## src/rtl/twr_pkg.sv

```systemverilog
package twr_pkg;

    typedef enum logic [1:0] {
        S_IDLE,
        S_HEADER,
        S_BITS,
        S_TRAILER
    } rx_state_t;

    localparam int LINE_A = 0;
    localparam int LINE_B = 1;
    localparam int NUM_LINES = 2;

endpackage

```

## src/rtl/twr_line_sync.sv

```systemverilog
module twr_line_sync #(
    parameter int LINES = 2
) (
    input  logic             clk,
    input  logic             rst_n,
    input  logic [LINES-1:0] raw,
    output logic [LINES-1:0] lvl,
    output logic [LINES-1:0] rise,
    output logic [LINES-1:0] fall
);

    logic [LINES-1:0] meta;
    logic [LINES-1:0] stable;
    logic [LINES-1:0] last;

    // Idle bus level is high, so reset the whole chain high.
    always_ff @(posedge clk or negedge rst_n) begin
        if (!rst_n) begin
            meta   <= '1;
            stable <= '1;
            last   <= '1;
        end else begin
            meta   <= raw;
            stable <= meta;
            last   <= stable;
        end
    end

    for (genvar i = 0; i < LINES; i++) begin : g_edge
        assign lvl[i]  = stable[i];
        assign rise[i] = stable[i] & ~last[i];
        assign fall[i] = ~stable[i] & last[i];
    end

endmodule

```

## src/rtl/twr_gap_timer.sv

```systemverilog
module twr_gap_timer #(
    parameter int LIMIT = 40000
) (
    input  logic clk,
    input  logic rst_n,
    input  logic run,
    input  logic kick,
    output logic expired
);

    localparam int CW = $clog2(LIMIT + 1);

    logic [CW-1:0] cnt;

    always_ff @(posedge clk or negedge rst_n) begin
        if (!rst_n) begin
            cnt <= '0;
        end else if (!run || kick) begin
            cnt <= '0;
        end else if (cnt != CW'(LIMIT)) begin
            cnt <= cnt + 1'b1;
        end
    end

    assign expired = run && (cnt == CW'(LIMIT));

    // the silence counter saturates at its limit.
    a_r9_cnt_bound: assert property (@(posedge clk) disable iff (!rst_n)
        cnt <= CW'(LIMIT));

    // the count restarts after an edge or when the receiver is idle.
    a_r9_cnt_restart: assert property (@(posedge clk) disable iff (!rst_n)
        (!run || kick) |=> (cnt == '0));

endmodule

```

## src/rtl/twr_word_asm.sv

```systemverilog
module twr_word_asm #(
    parameter int WORD_W = 32
) (
    input  logic              clk,
    input  logic              rst_n,
    input  logic              clear,
    input  logic              shift_en,
    input  logic              bit_in,
    output logic              word_valid,
    output logic [WORD_W-1:0] word_data,
    output logic              partial
);

    localparam int CNT_W = $clog2(WORD_W);
    localparam logic [CNT_W-1:0] LAST_IDX = CNT_W'(WORD_W - 1);

    logic [WORD_W-1:0] shreg;
    logic [CNT_W-1:0]  cnt;

    always_ff @(posedge clk or negedge rst_n) begin
        if (!rst_n) begin
            shreg      <= '0;
            cnt        <= '0;
            word_valid <= 1'b0;
            word_data  <= '0;
        end else begin
            word_valid <= 1'b0;
            if (clear) begin
                shreg <= '0;
                cnt   <= '0;
            end else if (shift_en) begin
                if (cnt == LAST_IDX) begin
                    word_data  <= {shreg[WORD_W-2:0], bit_in};
                    word_valid <= 1'b1;
                    shreg      <= '0;
                    cnt        <= '0;
                end else begin
                    shreg <= {shreg[WORD_W-2:0], bit_in};
                    cnt   <= cnt + 1'b1;
                end
            end
        end
    end

    assign partial = (cnt != '0);

    // the word strobe lasts a single cycle.
    a_r5_single_pulse: assert property (@(posedge clk) disable iff (!rst_n)
        word_valid |=> !word_valid);

    // the last bit of a word raises the strobe and empties the counter.
    a_r5_word_boundary: assert property (@(posedge clk) disable iff (!rst_n)
        (shift_en && !clear && cnt == LAST_IDX) |=> (word_valid && cnt == '0));

endmodule

```

## src/rtl/twowire_rx.sv

```systemverilog
module twowire_rx
    import twr_pkg::*;
#(
    parameter int WORD_W         = 32,
    parameter int TIMEOUT_CYCLES = 40000,
    parameter int START_TOGGLES  = 4,
    parameter int END_TOGGLES    = 2
) (
    input  logic              clk,
    input  logic              rst_n,
    input  logic              line_a,
    input  logic              line_b,
    output logic              word_valid,
    output logic [WORD_W-1:0] word_data,
    output logic              pkt_end,
    output logic              rx_error
);

    localparam int TOG_MAX = (START_TOGGLES > END_TOGGLES) ? START_TOGGLES : END_TOGGLES;
    localparam int TOG_W   = $clog2(TOG_MAX + 1);
    localparam logic [TOG_W-1:0] START_N = TOG_W'(START_TOGGLES);
    localparam logic [TOG_W-1:0] END_N   = TOG_W'(END_TOGGLES);

    // Synchronized levels and edges
    logic [NUM_LINES-1:0] lvl, rise, fall;
    logic lvl_a, lvl_b, rise_a, rise_b, fall_a, fall_b, edge_a, edge_b, any_edge;

    twr_line_sync #(.LINES(NUM_LINES)) u_sync (
        .clk  (clk),
        .rst_n(rst_n),
        .raw  ({line_b, line_a}),
        .lvl  (lvl),
        .rise (rise),
        .fall (fall)
    );

    assign lvl_a    = lvl[LINE_A];
    assign lvl_b    = lvl[LINE_B];
    assign rise_a   = rise[LINE_A];
    assign rise_b   = rise[LINE_B];
    assign fall_a   = fall[LINE_A];
    assign fall_b   = fall[LINE_B];
    assign edge_a   = rise_a | fall_a;
    assign edge_b   = rise_b | fall_b;
    assign any_edge = edge_a | edge_b;

    // Controller state
    rx_state_t        state, nxt_state;
    logic             sel, nxt_sel;        // 0: A is the clock, 1: B is the clock
    logic [TOG_W-1:0] tog, nxt_tog;        // toggles counted in framing patterns
    logic [1:0]       dedge, nxt_dedge;    // data line edges since last sample

    logic shift_en, shift_bit, end_ok, fault;
    logic gap_expired, partial;
    logic clk_fall, data_edge, data_lvl;

    assign clk_fall  = sel ? fall_b : fall_a;
    assign data_edge = sel ? edge_a : edge_b;
    assign data_lvl  = sel ? lvl_a  : lvl_b;

    twr_gap_timer #(.LIMIT(TIMEOUT_CYCLES)) u_gap (
        .clk    (clk),
        .rst_n  (rst_n),
        .run    (state != S_IDLE),
        .kick   (any_edge),
        .expired(gap_expired)
    );

    twr_word_asm #(.WORD_W(WORD_W)) u_asm (
        .clk       (clk),
        .rst_n     (rst_n),
        .clear     (state == S_IDLE),
        .shift_en  (shift_en),
        .bit_in    (shift_bit),
        .word_valid(word_valid),
        .word_data (word_data),
        .partial   (partial)
    );

    // Next-state logic
    always_comb begin
        nxt_state = state;
        nxt_sel   = sel;
        nxt_tog   = tog;
        nxt_dedge = dedge;
        shift_en  = 1'b0;
        shift_bit = 1'b0;
        end_ok    = 1'b0;
        fault     = 1'b0;
        if (gap_expired) begin
            fault     = 1'b1;
            nxt_state = S_IDLE;
        end else begin
            unique case (state)
                S_IDLE: begin
                    if (fall_a && lvl_b) begin
                        nxt_state = S_HEADER;
                        nxt_tog   = '0;
                    end
                end
                S_HEADER: begin
                    if (rise_a) begin
                        if (tog == START_N) begin
                            nxt_state = S_BITS;
                            nxt_sel   = 1'b0;
                            nxt_dedge = '0;
                        end else begin
                            fault     = 1'b1;
                            nxt_state = S_IDLE;
                        end
                    end else if (edge_b) begin
                        if (tog == START_N) begin
                            fault     = 1'b1;
                            nxt_state = S_IDLE;
                        end else begin
                            nxt_tog = tog + 1'b1;
                        end
                    end
                end
                S_BITS: begin
                    if (clk_fall) begin
                        shift_en  = 1'b1;
                        shift_bit = data_lvl;
                        nxt_sel   = ~sel;
                        nxt_dedge = '0;
                    end else if (data_edge) begin
                        if (dedge == 2'd1) begin
                            if (!sel && lvl_a) begin
                                nxt_state = S_TRAILER;
                                nxt_tog   = '0;
                            end else begin
                                fault     = 1'b1;
                                nxt_state = S_IDLE;
                            end
                        end else begin
                            nxt_dedge = dedge + 1'b1;
                        end
                    end
                end
                S_TRAILER: begin
                    if (rise_b) begin
                        if (tog == END_N && !partial) begin
                            end_ok = 1'b1;
                        end else begin
                            fault = 1'b1;
                        end
                        nxt_state = S_IDLE;
                    end else if (fall_b) begin
                        fault     = 1'b1;
                        nxt_state = S_IDLE;
                    end else if (edge_a) begin
                        if (tog == END_N) begin
                            fault     = 1'b1;
                            nxt_state = S_IDLE;
                        end else begin
                            nxt_tog = tog + 1'b1;
                        end
                    end
                end
            endcase
        end
    end

    // State register
    always_ff @(posedge clk or negedge rst_n) begin
        if (!rst_n) begin
            state <= S_IDLE;
            sel   <= 1'b0;
            tog   <= '0;
            dedge <= '0;
        end else begin
            state <= nxt_state;
            sel   <= nxt_sel;
            tog   <= nxt_tog;
            dedge <= nxt_dedge;
        end
    end

    // Registered output pulses
    always_ff @(posedge clk or negedge rst_n) begin
        if (!rst_n) begin
            pkt_end  <= 1'b0;
            rx_error <= 1'b0;
        end else begin
            pkt_end  <= end_ok;
            rx_error <= fault;
        end
    end

    // output pulses are mutually exclusive.
    a_r11_exclusive: assert property (@(posedge clk) disable iff (!rst_n)
        $onehot0({word_valid, pkt_end, rx_error}));

    // a correct header opens the bit phase without an error.
    a_r2_header_ok: assert property (@(posedge clk) disable iff (!rst_n)
        (state == S_HEADER && !gap_expired && rise_a && tog == START_N)
        |=> (state == S_BITS && !rx_error));

    // a header with the wrong toggle count is rejected.
    a_r3_header_bad: assert property (@(posedge clk) disable iff (!rst_n)
        (state == S_HEADER && !gap_expired && rise_a && tog != START_N)
        |=> (state == S_IDLE && rx_error));

    // the clock role flips on every sampled bit.
    a_r4_role_flip: assert property (@(posedge clk) disable iff (!rst_n)
        (state == S_BITS && !gap_expired && clk_fall) |=> (sel != $past(sel)));

    // an end pulse only follows the trailer state.
    a_r6_end_from_trailer: assert property (@(posedge clk) disable iff (!rst_n)
        pkt_end |-> ($past(state) == S_TRAILER && state == S_IDLE));

    // a partly filled word at the end gives an error, never an end.
    a_r7_partial_end: assert property (@(posedge clk) disable iff (!rst_n)
        (state == S_TRAILER && !gap_expired && rise_b && partial)
        |=> (rx_error && !pkt_end));

    // silence past the limit aborts the packet.
    a_r9_timeout: assert property (@(posedge clk) disable iff (!rst_n)
        gap_expired |=> (rx_error && state == S_IDLE));

endmodule

```

## config.mk

```make
export PLATFORM = sky130hd
export DESIGN_NAME = twowire_rx
export DESIGN_NICKNAME = d
export VERILOG_FILES = /design/src/rtl/twr_pkg.sv /design/src/rtl/twr_line_sync.sv /design/src/rtl/twr_gap_timer.sv /design/src/rtl/twr_word_asm.sv /design/src/rtl/twowire_rx.sv
export SDC_FILE = /design/constraint.sdc
export NUM_CORES = 1
export LEC_CHECK = 0
export BUFFER_PORTS_ARGS = -buffer_cell sky130_fd_sc_hd__buf_2
export CORE_MARGIN = 2
export CORE_UTILIZATION = 45
export CTS_BUF_LIST = sky130_fd_sc_hd__clkbuf_4
export CTS_CLUSTER_SIZE = 14
export DETAILED_ROUTE_END_ITERATION = 6
export GPL_TIMING_DRIVEN = 0
export SETUP_SLACK_MARGIN = 0.1
export SYNTH_ARGS = -nofsm -noshare
export SYNTH_HDL_FRONTEND = slang
export SYNTH_SLANG_ARGS = --single-unit
```

## constraint.sdc

```tcl
create_clock -name clk -period 2.7 [get_ports clk]
set_input_delay 0.27 -clock clk [delete_from_list [all_inputs] [get_ports clk]]
set_output_delay 0.27 -clock clk [all_outputs]
set_load 0.005 [all_outputs]
```

Yosys cells after proc, flatten, opt, wreduce, memory -nomap -nowiden
Index checks and enable logic that the tools add are counted.
W data, S select, Z words.
{ "word_totals": {"ff_bits": 101, "output_inout_bits": 35, "in_bits": 4, "elab_cells": 161} }
{ "op_classes": {"add_sub_neg": 4, "muxes": 76, "n_bitwise": 14, "n_eq_ne": 34, "n_reduce_logical": 19} }
{ "ops": {"columns": ["cell", "n"], "rows": [
  ["$mux W31", 3],
  ["$mux W2", 18],
  ["$mux W3", 12],
  ["$mux W1", 33],
  ["$mux W16", 2],
  ["$ne A2 B2 Y1 const B", 15],
  ["$ne A3 B3 Y1 const B", 6],
  ["$add A16 B1 Y16 const B", 1],
  ["$eq A16 B16 Y1 const B", 1],
  ["$ne A16 B16 Y1 const B", 1],
  ["$mux W5", 3],
  ["$reduce_and A13 Y1", 1],
  ["$pmux W3 S4", 1],
  ["$ne A5 B5 Y1 const B", 2],
  ["$ne A4 B4 Y1 const B", 2],
  ["$pmux W2 S4", 1],
  ["$reduce_and A8 Y1", 1],
  ["$reduce_bool A2 Y1", 4],
  ["$not A1 Y1", 7],
  ["$reduce_and A6 Y1", 1],
  ["$add A5 B1 Y5 const B", 1],
  ["$eq A5 B5 Y1 const B", 1],
  ["$reduce_and A5 Y1", 1],
  ["$reduce_bool A5 Y1", 1],
  ["16 further kinds", 28]
]} }

Depth between registers and ports, before layout
Gate-level depths: netlist of run 1.
{ "depth": {"depth_word": 9, "mapped_depth": 10, "ltp_nobuf": 7} }

Cells and area by module
From an unflattened synthesis of run 1, not the netlist that was laid out.
{ "hier_totals": {"cells_unflattened": 378, "area_unflattened_um2": 4638.2} }
{ "by_module_without_submodules": {"columns": ["mod", "area_each_um2", "n_inst", "cells_per_inst", "seq_area_each_um2"], "rows": [
  ["twr_word_asm", 2725.1, 1, 172, 1726.7],
  ["twr_gap_timer", 868.3, 1, 93, 400.4],
  ["twowire_rx", 852.1, 1, 103, 250.2],
  ["twr_line_sync", 192.7, 1, 10, 157.7]
]} }

Worst setup path after synthesis of run 1
Ideal clock, no wire load.
{ "synth_timing": {"kind": "register -> register", "startpoint": "register u_sync.stable[1], in the netlist u_sync.lvl[1]", "endpoint": "register tog[2]", "arrival_time_ns": 2.206, "path_slack_ns": 0.420, "path_buffers": 2, "t_required_ns": 2.626, "period_less_slack_ns": 2.280, "setup_ns": 0.074, "stages_incl_launch_ff": 10, "cell_sequence": "dfstp_2 inv_1 ha_1 clkbuf_1 a211o_1 a21oi_1 or4b_1 buf_2 o21a_1 o21ai_2"} }
{ "synth_between": {"elab_chain_cells": 6, "word_cells_on_any_way": 14, "classes_between": "eq/ne (6); mux (2); bitwise (4); reduce/logical (2)"} }
{ "synth_lines": {"columns": ["element", "line_no", "text"], "rows": [
  ["start: declaration", "twr_line_sync.sv:13", "logic [LINES-1:0] stable;"],
  ["start signal: assignment", "twr_line_sync.sv:24", "stable <= meta;"],
  ["$not A1 Y1", "twr_line_sync.sv:32", "assign fall[i] = ~stable[i] & last[i];"],
  ["$and A1 B1 Y1", "twr_line_sync.sv:32", null],
  ["$or A1 B1 Y1", "twowire_rx.sv:44", "assign edge_b = rise_b | fall_b;"],
  ["$mux W1", "twowire_rx.sv:58", "assign data_edge = sel ? edge_a : edge_b;"],
  ["$ne A2 B2 Y1 (no line)", null, null],
  ["$reduce_and A13 Y1 (no line) *", null, null],
  ["end signal: assignment", "twowire_rx.sv:174", "tog <= nxt_tog;"],
  ["end: declaration", "twowire_rx.sv:50", "logic [TOG_W-1:0] tog, nxt_tog;"]
]} }
Every way passes the cells marked *; elsewhere a longest branch is shown, timed or not.
A chain may end at the register's enable or synchronous reset.

Worst setup path after layout of run 1
{ "layout_timing": {"startpoint": "register state[1]", "endpoint": "register tog[2]"} }
{ "layout_between": {"elab_chain_cells": 4, "word_cells_on_any_way": 21, "classes_between": "eq/ne (15); mux (1); bitwise (1); reduce/logical (4)"} }
{ "layout_lines": {"columns": ["element", "line_no", "text"], "rows": [
  ["start: declaration", "twowire_rx.sv:48", "rx_state_t state, nxt_state;"],
  ["start signal: assignment", "twowire_rx.sv:172", "state <= nxt_state;"],
  ["branches (longest 4 deep; another with $reduce_and A13 Y1)", null, null]
]} }
Parallel ways; which one is timed is not known.

==> flow_metrics.env, run 1 <==
export IMPL_worstPathArrival_ns=2.81
export IMPL_power_switching_uw=895
export IMPL_worstMarginPinSlew_ns=0.569
export IMPL_min_period_over_period_pct=90.4
export IMPL_setup_viol=0
export IMPL_drv_slew=0
export IMPL_power_leakage_nw=2.47
export IMPL_yosys_warnings=0
export IMPL_antenna_found_initial=0
export IMPL_fin_nets=519
export IMPL_synth_area_leaders="dfrtp_1 (50%), mux2_2 (8.1%), nand3b_1 (5.1%), ha_1 (4.7%), a21oi_1 (4.1%)"
export IMPL_cp_slowest_cell="or4b_1"
export IMPL_worst_ep_required_time_ns=3.07
export IMPL_rsz0062_at_grt="no"
export IMPL_hpwl_mm=6.32
export IMPL_reg2reg_slack_ns=0.26
export IMPL_grt_max_degree=68
export IMPL_fp_dieW_um=107
export IMPL_ir_drop_v=0.000285
export IMPL_synth_seq_cells=101
export IMPL_async_reset_ff_share_pct=100
export IMPL_r2r_cells=10
export IMPL_wirelength_mm=9.08
export IMPL_dr_total_vias=3369
export IMPL_synth_ff_type="dfrtp_1"
export IMPL_antenna_left=0
export IMPL_die_h_um=107
export IMPL_overflow=0
export IMPL_grt_pass1_wl_mm=15.4
export IMPL_fin_tns_setup_ns=0
export IMPL_syn_num_nets=463
export IMPL_critical_path_peak_fanout=7
export IMPL_status="completed"
export IMPL_period_needed_ns=2.44
export IMPL_p_clk_share_pct=28.7
export IMPL_port_buffers=38
export IMPL_numCtsBuffers=9
export IMPL_area_growth_pct=12.7
export IMPL_gp_congestion=0.923
export IMPL_slew_headroom_pct=61.7
export IMPL_io_pins=39
export IMPL_power_mw=2.92
export IMPL_avgRoutedWirePerCell_um=14.2
export IMPL_max_cap_violations=0
export IMPL_num_rows=37
export IMPL_reg2reg_to="tog[2]"
export IMPL_fin_hold_ws_ns=0.312
export IMPL_cts_root_buffer="clkbuf_4"
export IMPL_drt_initial_drc_count=178
export IMPL_fmax_mhz=410
export IMPL_worst_setup_path_end_kind="register"
export IMPL_viasPerCell=5.28
export IMPL_cts_clk_slew_worst_paths_ns=0.15
export IMPL_p_comb_share_pct=17.0
export IMPL_core_um2=10300
export IMPL_netlist_area_um2=4760
export IMPL_grt_pass1_vias=3185
export IMPL_synthDominantCellAreaShare_pct=50.0
export IMPL_final_util_pct=52.2
export IMPL_drc=0
export IMPL_h_tree_depth=3
export IMPL_worst_skew_pair_late_latency_ns=0.45
export IMPL_synth_common_cells="dfrtp_1 (95), nand2_1 (47), a21oi_1 (39), mux2_2 (34), nor2_1 (33)"
export IMPL_p_int_mw=2.03
export IMPL_grt_total_usage_pct=16.8
export IMPL_yosysMostFrequentCell="dfrtp_1"
export IMPL_n_antenna_cell=0
export IMPL_worst_setup_path_type="register to register"
export IMPL_tritoncts="done"
export IMPL_synth_largest_area_cell="dfrtp_1"
export IMPL_power_density_nw_per_um2=545
export IMPL_synth_enable_flop_cells=0
export IMPL_cts_sinks=101
export IMPL_cp_slowest_stage_delay_ns=0.50
export IMPL_worstHoldPathType="input pin to asynchronous set/reset pin"
export IMPL_avgSynthCellArea_um2=10.8
export IMPL_drive_gt1_share_pct=22.7
export IMPL_initial_utilization_pct=46.3
export IMPL_die_area_um2=11400
export IMPL_clockBufferDepth=2
export IMPL_netlist_instances=441
export IMPL_p_seq_share_pct=54.3
export IMPL_skew_ns=0.0284
export IMPL_seq_area_frac_synth_pct=53.3
export IMPL_swShare_pct=30.6
export IMPL_timing_rr_start="state[1]"
export IMPL_crit_path_start_kind="register"
export IMPL_crit_chain="inv_1, ha_1, buf_4, and4b_1, and4_1, buf_6, or4b_1, buf_2, o21a_1, o21ai_2"
export IMPL_finalHoldViolations=0
export IMPL_dr_pass1_iters=4
export IMPL_synth_cell_types=50
[power by group through the flow]
stage / Sequential (mW) / Clock (mW) / Combinational (mW)
4_1_cts: 1.59 / 0.869 / 0.498
2_1_floorplan: 1.61 / 0 / 0.344
3_3_place_gp: 1.61 / 0 / 0.479
6_report: 1.59 / 0.837 / 0.497
5_1_grt: 1.59 / 0.938 / 0.562
3_5_place_dp: 1.61 / 0 / 0.494
[state kept, by name, indices dropped and copies added (netlist names)]
name / count
u_sync.lvl: 2
u_asm.shreg: 31
sel: 1
u_sync.meta: 2
u_gap.cnt: 16
u_asm.word_data: 32
state: 2
dedge: 2
u_asm.cnt: 5
u_asm.word_valid: 1
tog: 3
rx_error: 1
pkt_end: 1
u_sync.last: 2
[worst max-delay path: cells and delay by family (launching register included)]
kind	cells	cell delay, ns
AOI/OAI and AO/OA	2	0.28
and+or+nand+nor	3	0.90
adders and majority gates	1	0.16
DFF	1	0.45
buffers and inverters	4	0.59
[timing repair]
action	in CTS	in global routing
pin swaps	0	0
buffers inserted	2	1
hold buffers	3	0
hold endpoints to repair	30	0
setup endpoints to repair	10	57
resized for setup	0	10
[how the worst max path moves through the flow]
stage	start	end	slack [ns]	depth (start not counted)
3_3_place_gp	u_asm.cnt[0]	u_asm.word_data[23]	0.13	7
2_1_floorplan	u_sync.lvl[1]	tog[2]	0.42	9
6_report	state[1]	tog[2]	0.26	10
5_1_grt	state[1]	tog[0]	0.10	10
4_1_cts	u_sync.lvl[1]	tog[2]	0.20	9
3_5_place_dp	u_asm.cnt[0]	u_asm.word_data[28]	0.12	7
[routing by layer]
metal | share of wire, % | routed length, um | track usage, %
met2 | 45 | 4100 | 25.8
met3 | 3.1 | 279 | 2.43
met5 | 0 | 0 | 0
met1 | 51 | 4590 | 24.9
met4 | 1.1 | 104 | 4.73
[layout by cell type, fill, tap and decap left out, drive strengths merged, types with 2 or more instances in the layout]
cell	Yosys	final
clkinv	0	2
o21ai	11	11
nor4b	7	7
mux2i	2	2
ha	18	18
nand4	4	4
nor2b	2	2
nor2	33	33
nand3	9	9
a31oi	2	2
nand2b	5	5
nand3b	32	32
a211o	2	2
a22o	2	2
dfrtp	95	95
and4	2	2
clkbuf	17	27
nor3	4	4
xnor2	4	4
nor4	2	2
nand2	47	47
nor3b	2	2
and3	4	4
dlygate4sd3	0	3
xor2	9	9
mux2	34	34
or3	3	3
o2bb2ai	2	2
dfstp	6	6
a21boi	2	2
buf	8	50
inv	17	19
a21oi	39	39
[per-stage QoR]
stage	setup WS (ns)	instances	instance area, um2
2_1_floorplan	0.420	441	4760
4_1_cts	0.201	637	5350
3_3_place_gp	0.132	615	5120
3_5_place_dp	0.122	616	5150
6_report	0.259	638	5360
5_1_grt	0.104	638	5360
[layout make-up]
| type | count | area (um2) |
|---|---|---|
| clock inverters | 6 | 80.1 |
| fillers | 967 | 4920 |
| inverters | 17 | 63.8 |
| well taps | 136 | 170 |
| plain buffers | 25 | 121 |
| clock buffers | 10 | 75.1 |
| multi-input cells | 298 | 2040 |
| repair buffers | 45 | 273 |
| flip-flops and latches | 101 | 2530 |
[logic make-up (layout without fill, tap and decap cells)]
kind of cell	count (synthesis)	after routing	synth area share, %
xor+xnor	13	13	2.39
compound gates	69	69	8.58
mux	36	36	8.47
buf+inv	42	103	3.76
flops	101	101	53.3
simple gates	162	162	18.8
fa+ha+maj	18	18	4.74
Power figures use the tool's default switching activity.
==> run 2, diff against run 1 <==
SLEW_MARGIN = 10   (was default)
clock period = 2.77 ns   (was 2.7 ns; I/O delays follow)
==> run 2 against run 1 <==
  * Via count about the same
  * Flip-flop and latch count unchanged
  * Global-route usage about the same
  * Utilization about the same
  * Die area unchanged
  * Largest cell class unchanged
  * Clock skew down 0.00080 ns
  * Power down 2.6%
  * Worst hold slack better by 0.015 ns
==> flow_metrics.env, run 2 (synthesis results as in run 1) <==
export IMPL_worst_setup_path_end_kind="register"
export IMPL_overflow=0
export IMPL_initial_utilization_pct=46.3
export IMPL_dr_total_vias=3372
export IMPL_avgRoutedWirePerCell_um=14.2
export IMPL_crit_path_start_kind="register"
export IMPL_worstPathArrival_ns=2.85
export IMPL_fin_tns_setup_ns=0
export IMPL_h_tree_depth=3
export IMPL_fp_dieW_um=107
export IMPL_tritoncts="done"
export IMPL_cts_clk_slew_worst_paths_ns=0.18
export IMPL_fin_hold_ws_ns=0.328
export IMPL_p_clk_share_pct=28.7
export IMPL_min_period_over_period_pct=89.6
export IMPL_n_antenna_cell=0
export IMPL_instances_no_fill=638
export IMPL_timing_rr_start="u_sync.lvl[1]"
export IMPL_power_switching_uw=872
export IMPL_period_needed_ns=2.48
export IMPL_regMostFlops="u_asm.word_data"
export IMPL_worst_skew_pair_late_latency_ns=0.44
export IMPL_drive_gt1_share_pct=22.3
export IMPL_status="completed"
export IMPL_numCtsBuffers=9
export IMPL_drv_slew=0
export IMPL_grt_pass1_vias=3171
export IMPL_worstMarginPinSlew_ns=0.574
export IMPL_placed_cells=616
export IMPL_grt_total_usage_pct=16.8
export IMPL_worstHoldPathType="input pin to asynchronous set/reset pin"
export IMPL_die_h_um=107
export IMPL_skew_ns=0.0276
export IMPL_die_area_um2=11400
export IMPL_final_util_pct=52.2
export IMPL_io_pins=39
export IMPL_viasPerCell=5.29
export IMPL_num_rows=37
export IMPL_p_int_mw=1.97
export IMPL_r2r_cells=9
export IMPL_clockBufferDepth=2
export IMPL_swShare_pct=30.6
export IMPL_setup_viol=0
export IMPL_ir_drop_v=0.000277
export IMPL_core_um2=10300
export IMPL_wirelength_mm=9.06
export IMPL_dr_pass1_iters=4
export IMPL_cts_root_buffer="clkbuf_4"
export IMPL_critical_path_peak_fanout=9
export IMPL_reg_largest_list="u_asm.word_data x32, u_asm.shreg x31, u_gap.cnt x16"
export IMPL_final_common_cell="dfrtp_1"
export IMPL_max_cap_violations=0
export IMPL_antenna_left=0
export IMPL_reg2reg_slack_ns=0.29
export IMPL_largest_reg_flops=32
export IMPL_cts_sinks=101
export IMPL_drt_initial_drc_count=209
export IMPL_p_comb_share_pct=17.0
export IMPL_worst_setup_path_type="register to register"
export IMPL_p_seq_share_pct=54.4
export IMPL_power_leakage_nw=2.46
export IMPL_finalHoldViolations=0
export IMPL_grt_max_degree=53
export IMPL_reg2reg_to="tog[2]"
export IMPL_slew_headroom_pct=61.4
export IMPL_power_density_nw_per_um2=531
export IMPL_gp_congestion=0.923
export IMPL_hpwl_mm=6.31
export IMPL_layout_common_cells="dfrtp_1 (95), nand2_1 (47), buf_2 (42), a21oi_1 (39), mux2_2 (34)"
export IMPL_fin_nets=519
export IMPL_area_growth_pct=12.7
export IMPL_fmax_mhz=403
export IMPL_worst_ep_required_time_ns=3.14
export IMPL_grt_pass1_wl_mm=15.4
export IMPL_rsz0062_at_grt="no"
export IMPL_antenna_found_initial=0
export IMPL_drc=0
export IMPL_port_buffers=38
[run 2: cell counts in the layout (fill, tap and decap cells not counted)]
Identical to the previous run, type by type.
[run 2: through the flow]
| step | instance area [um2] | power, mW | worst slack [ns] |
|---|---|---|---|
| floorplan | 4760 | 1.90 | 0.490 |
| global placement | 5120 | 2.04 | 0.202 |
| detailed placement | 5150 | 2.06 | 0.192 |
| CTS | 5340 | 2.88 | 0.149 |
| global route | 5360 | 3.02 | 0.112 |
| finish | 5360 | 2.85 | 0.287 |
[run 2: repair_timing]
item / CTS / global route
resized for setup: 0 / 6
setup endpoints to repair: 0 / 39
buffers inserted: 0 / 3
hold buffers: 3 / 0
endpoints found under the hold margin: 51 / 0
[run 2: power by group through the flow]
| stage | clock network [mW] | registers (mW) | logic [mW] |
|---|---|---|---|
| final | 0.815 | 1.55 | 0.483 |
| after global routing | 0.915 | 1.55 | 0.546 |
| after CTS | 0.847 | 1.55 | 0.486 |
| after detailed placement | 0 | 1.57 | 0.482 |
| after global placement | 0 | 1.57 | 0.467 |
| after floorplan | 0 | 1.57 | 0.335 |
[run 2: per-layer routing]
metal | global-route usage (%) | vias to the layer above | routed length (um)
met4 | 4.73 | 0 | 101
met3 | 2.43 | 10 | 260
met5 | 0 | - | 0
met2 | 25.8 | 46 | 4110
met1 | 25.0 | 1680 | 4580
li1 | - | 1636 | -
[run 2: critical path: stages, from the launching register on]
cell      delay, ns
dfstp_2        0.61
inv_1          0.05
ha_1           0.28
clkbuf_1       0.21
a211o_1        0.27
a21oi_1        0.14
or4b_1         0.43
buf_2          0.16
o21a_1         0.19
o21ai_2        0.10
[run 2: how the worst max path moves through the flow]
stage / slack, ns / end / depth (start not counted) / from
finish: 0.29 / tog[2] / 9 / u_sync.lvl[1]
global route: 0.11 / tog[0] / 9 / u_sync.lvl[1]
CTS: 0.15 / u_asm.word_data[11] / 7 / u_asm.cnt[0]
detailed placement: 0.19 / u_asm.word_data[28] / 7 / u_asm.cnt[0]
global placement: 0.20 / u_asm.word_data[23] / 7 / u_asm.cnt[0]
floorplan: 0.49 / tog[2] / 9 / u_sync.lvl[1]
[run 2: area by class of cell]
cell class,count,area [um2]
Sequential cell,101,2530
Clock buffer,10,75.1
Multi-Input combinational cell,298,2040
Clock inverter,6,80.1
Tap cell,136,170
Timing Repair Buffer,45,277
Inverter,17,63.8
Buffer,25,119
Fill cell,966,4920
==> run 3, diff against run 2 <==
SYNTH_HIERARCHICAL = 1   (was default)
clock period = 3.18 ns   (was 2.77 ns; I/O delays follow)
==> run 3 against run 2 <==
  * Sequential power shrank 14%
  * Via count fell by 12%
  * Synthesized cell count is 14% lower
  * Worst setup slack improved by 0.18 ns
  * Design area is 3.3% lower
  * Final cell count fell by 10%
  * Clock power fell by 24%
  * Combinational power fell by 9.9%
  * Area after synthesis down 2.5%
  * Critical path depth up 2
  * Flip-flop and latch count unchanged
  * Clock skew decreased by 0.0045 ns
==> flow_metrics.env, run 3 <==
export IMPL_reg_largest_list="u_asm/word_data x32, u_asm/shreg x31, u_gap/cnt x16"
export IMPL_n_antenna_cell=0
export IMPL_overflow=0
export IMPL_initial_utilization_pct=45.5
export IMPL_dr_total_vias=2981
export IMPL_h_tree_depth=3
export IMPL_synth_common_cells="dfrtp_1 (95), a22o_1 (33), nor2_1 (26)"
export IMPL_num_rows=37
export IMPL_synthDominantCellAreaShare_pct=51.3
export IMPL_fin_hold_ws_ns=0.369
export IMPL_clockBufferDepth=2
export IMPL_viasPerCell=5.21
export IMPL_worstPathArrival_ns=3.10
export IMPL_synth_ff_type="dfrtp_1"
export IMPL_drv_slew=0
export IMPL_finalHoldViolations=0
export IMPL_numCtsBuffers=9
export IMPL_port_buffers=38
export IMPL_netlist_instances=378
export IMPL_largest_reg_flops=32
export IMPL_avgSynthCellArea_um2=12.3
export IMPL_layout_common_cells="dfrtp_1 (95), buf_2 (43), a22o_1 (33), nor2_1 (26)"
export IMPL_io_pins=39
export IMPL_crit_buf_inv=4
export IMPL_postPlaceCellArea_um2=5030
export IMPL_fp_dieW_um=106
export IMPL_worst_setup_path_type="register to register"
export IMPL_synth_cell_types=57
export IMPL_async_reset_ff_share_pct=100
export IMPL_avgRoutedWirePerCell_um=14.3
export IMPL_synth_enable_flop_cells=0
export IMPL_hpwl_mm=5.54
export IMPL_cp_top_family="simple AND/OR/NAND/NOR gates"
export IMPL_power_leakage_nw=2.58
export IMPL_cts_clk_slew_worst_paths_ns=0.16
export IMPL_area_growth_pct=11.8
export IMPL_worstMarginPinSlew_ns=0.604
export IMPL_cts_root_buffer="clkbuf_4"
export IMPL_status="completed"
export IMPL_grt_pass1_wl_mm=14.0
export IMPL_crit_path_frequent_cell="nor2_1"
export IMPL_fin_tns_setup_ns=0
export IMPL_syn_num_nets=396
export IMPL_worst_skew_pair_late_latency_ns=0.45
export IMPL_yosysMostFrequentCell="dfrtp_1"
export IMPL_rsz0062_at_grt="no"
export IMPL_worst_setup_path_end_kind="register"
export IMPL_fmax_mhz=369
export IMPL_drive_gt1_share_pct=28.4
export IMPL_die_area_um2=11100
export IMPL_cp_slowest_cell="dfrtp_1"
export IMPL_critical_path_peak_fanout=10
export IMPL_fin_nets=449
export IMPL_grt_max_degree=57
export IMPL_finalInstanceArea_um2=5180
export IMPL_seq_area_frac_synth_pct=54.7
export IMPL_crit_chain="inv_1, ha_1, and3b_1, nand4_1, nor2_1, clkbuf_1, nor3_1, buf_6, nor2_1, buf_2, a22o_1"
export IMPL_regMostFlops="u_asm/word_data"
export IMPL_ir_drop_v=0.000233
export IMPL_dr_pass1_iters=5
export IMPL_min_period_over_period_pct=85.3
export IMPL_die_h_um=106
export IMPL_grt_total_usage_pct=15.7
export IMPL_power_density_nw_per_um2=463
export IMPL_synth_area_leaders="dfrtp_1 (51%), a22o_1 (6.2%), mux2_4 (5.2%), mux2_2 (3.9%), ha_1 (3.8%)"
export IMPL_final_common_cell="dfrtp_1"
export IMPL_worst_ep_required_time_ns=3.57
export IMPL_drc=0
export IMPL_setup_viol=0
export IMPL_cp_slowest_stage_delay_ns=0.49
export IMPL_power_mw=2.40
export IMPL_postCtsResizedCells=0
export IMPL_netlist_area_um2=4640
export IMPL_synth_seq_cells=101
export IMPL_antenna_found_initial=0
export IMPL_slew_headroom_pct=59.7
export IMPL_skew_ns=0.0230
export IMPL_max_cap_violations=0
export IMPL_cts_sinks=101
export IMPL_drt_initial_drc_count=113
export IMPL_period_needed_ns=2.71
export IMPL_crit_path_start_kind="register"
export IMPL_gp_congestion=0.829
export IMPL_synth_largest_area_cell="dfrtp_1"
export IMPL_finalWorstSetupSlack_ns=0.469
export IMPL_core_um2=10200
export IMPL_grt_pass1_vias=2897
export IMPL_place_ws_ns=0.516
export IMPL_wirelength_mm=8.15
export IMPL_tritoncts="done"
export IMPL_antenna_left=0
export IMPL_worstHoldPathType="register to register"
export IMPL_yosys_warnings=6
run 3: changes by cell type in the layout (fill, tap and decap cells not counted), moves of 6 or more:
cell | before | now
clkbuf_1 | 14 | 5
nand2_1 | 47 | 13
mux2_4 | 0 | 16
a22o_1 | 2 | 33
nand3b_1 | 32 | 2
nor2_1 | 33 | 26
a21oi_1 | 39 | 11
mux2_2 | 34 | 16
nor4b_1 | 6 | 0
run 3: cell type report:
type	count	area, um2
timing repair buffer	42	250
buffer	20	139
multi-input combinational	240	1900
tap	136	170
inverter	17	66.3
fill	951	5000
clock inverter	7	58.8
clock buffer	9	67.6
sequential	101	2530
run 3: worst reg2reg max path: stages, from the launching register on:
cell and delay, ns:
dfrtp_1 0.49, inv_1 0.09, ha_1 0.15, and3b_1 0.15
nand4_1 0.25, nor2_1 0.16, clkbuf_1 0.34, nor3_1 0.13
buf_6 0.17, nor2_1 0.27, buf_2 0.29, a22o_1 0.17
run 3: what timing repair did:
item / in CTS / in global routing
endpoints found under the hold margin: 41 / 0
setup buffers: 0 / 0
hold buffers: 3 / 0
run 3: cell families after synthesis:
logic type      Yosys count  share of synthesized area (%)
simple gates            103                           12.9
flops                   101                           54.7
compound gates           74                           11.8
mux                      38                           10.4
buf+inv                  37                           4.42
fa+ha+maj                14                           3.78
xor+xnor                 11                           2.08
run 3: worst paths after layout:
| path | startpoint | endpoint | slack, ns | cells after the start |
|---|---|---|---|---|
| hold / removal | u_sync/meta[1] | u_sync/lvl[1] | 0.37 | 0 |
| setup reg to reg | u_gap/cnt[0] | u_asm/shreg[3] | 0.47 | 11 |
| min in group asynchronous | rst_n | u_gap/cnt[12] | 0.41 | 2 |
| setup / recovery | u_gap/cnt[0] | u_asm/shreg[3] | 0.47 | 11 |
| hold reg to reg | u_sync/meta[1] | u_sync/lvl[1] | 0.37 | 0 |
| max in group asynchronous | rst_n | u_asm/word_data[3] | 2.11 | 3 |
run 3: per-layer routing:
metal / vias up / GRT usage (%) / routed length (um)
li1: 1466 / - / -
met4: 0 / 5.36 / 71
met3: 8 / 3.40 / 248
met5: - / 0 / 0
met1: 1457 / 22.3 / 4060
met2: 50 / 23.9 / 3770
run 3: power breakdown:
part           internal (mW)  switching (mW)  leakage [nW]  total (mW)
combinational          0.147           0.288          1.13       0.435
sequential              1.32          0.0245          1.39        1.34
clock                  0.172           0.450        0.0636       0.622
run 3: stage by stage:
stage | util, % | instances
3_5_place_dp | 49.4 | 553
3_3_place_gp | 49.1 | 552
6_report | 50.9 | 572
2_1_floorplan | - | 378
5_1_grt | 50.9 | 572
4_1_cts | 50.9 | 572
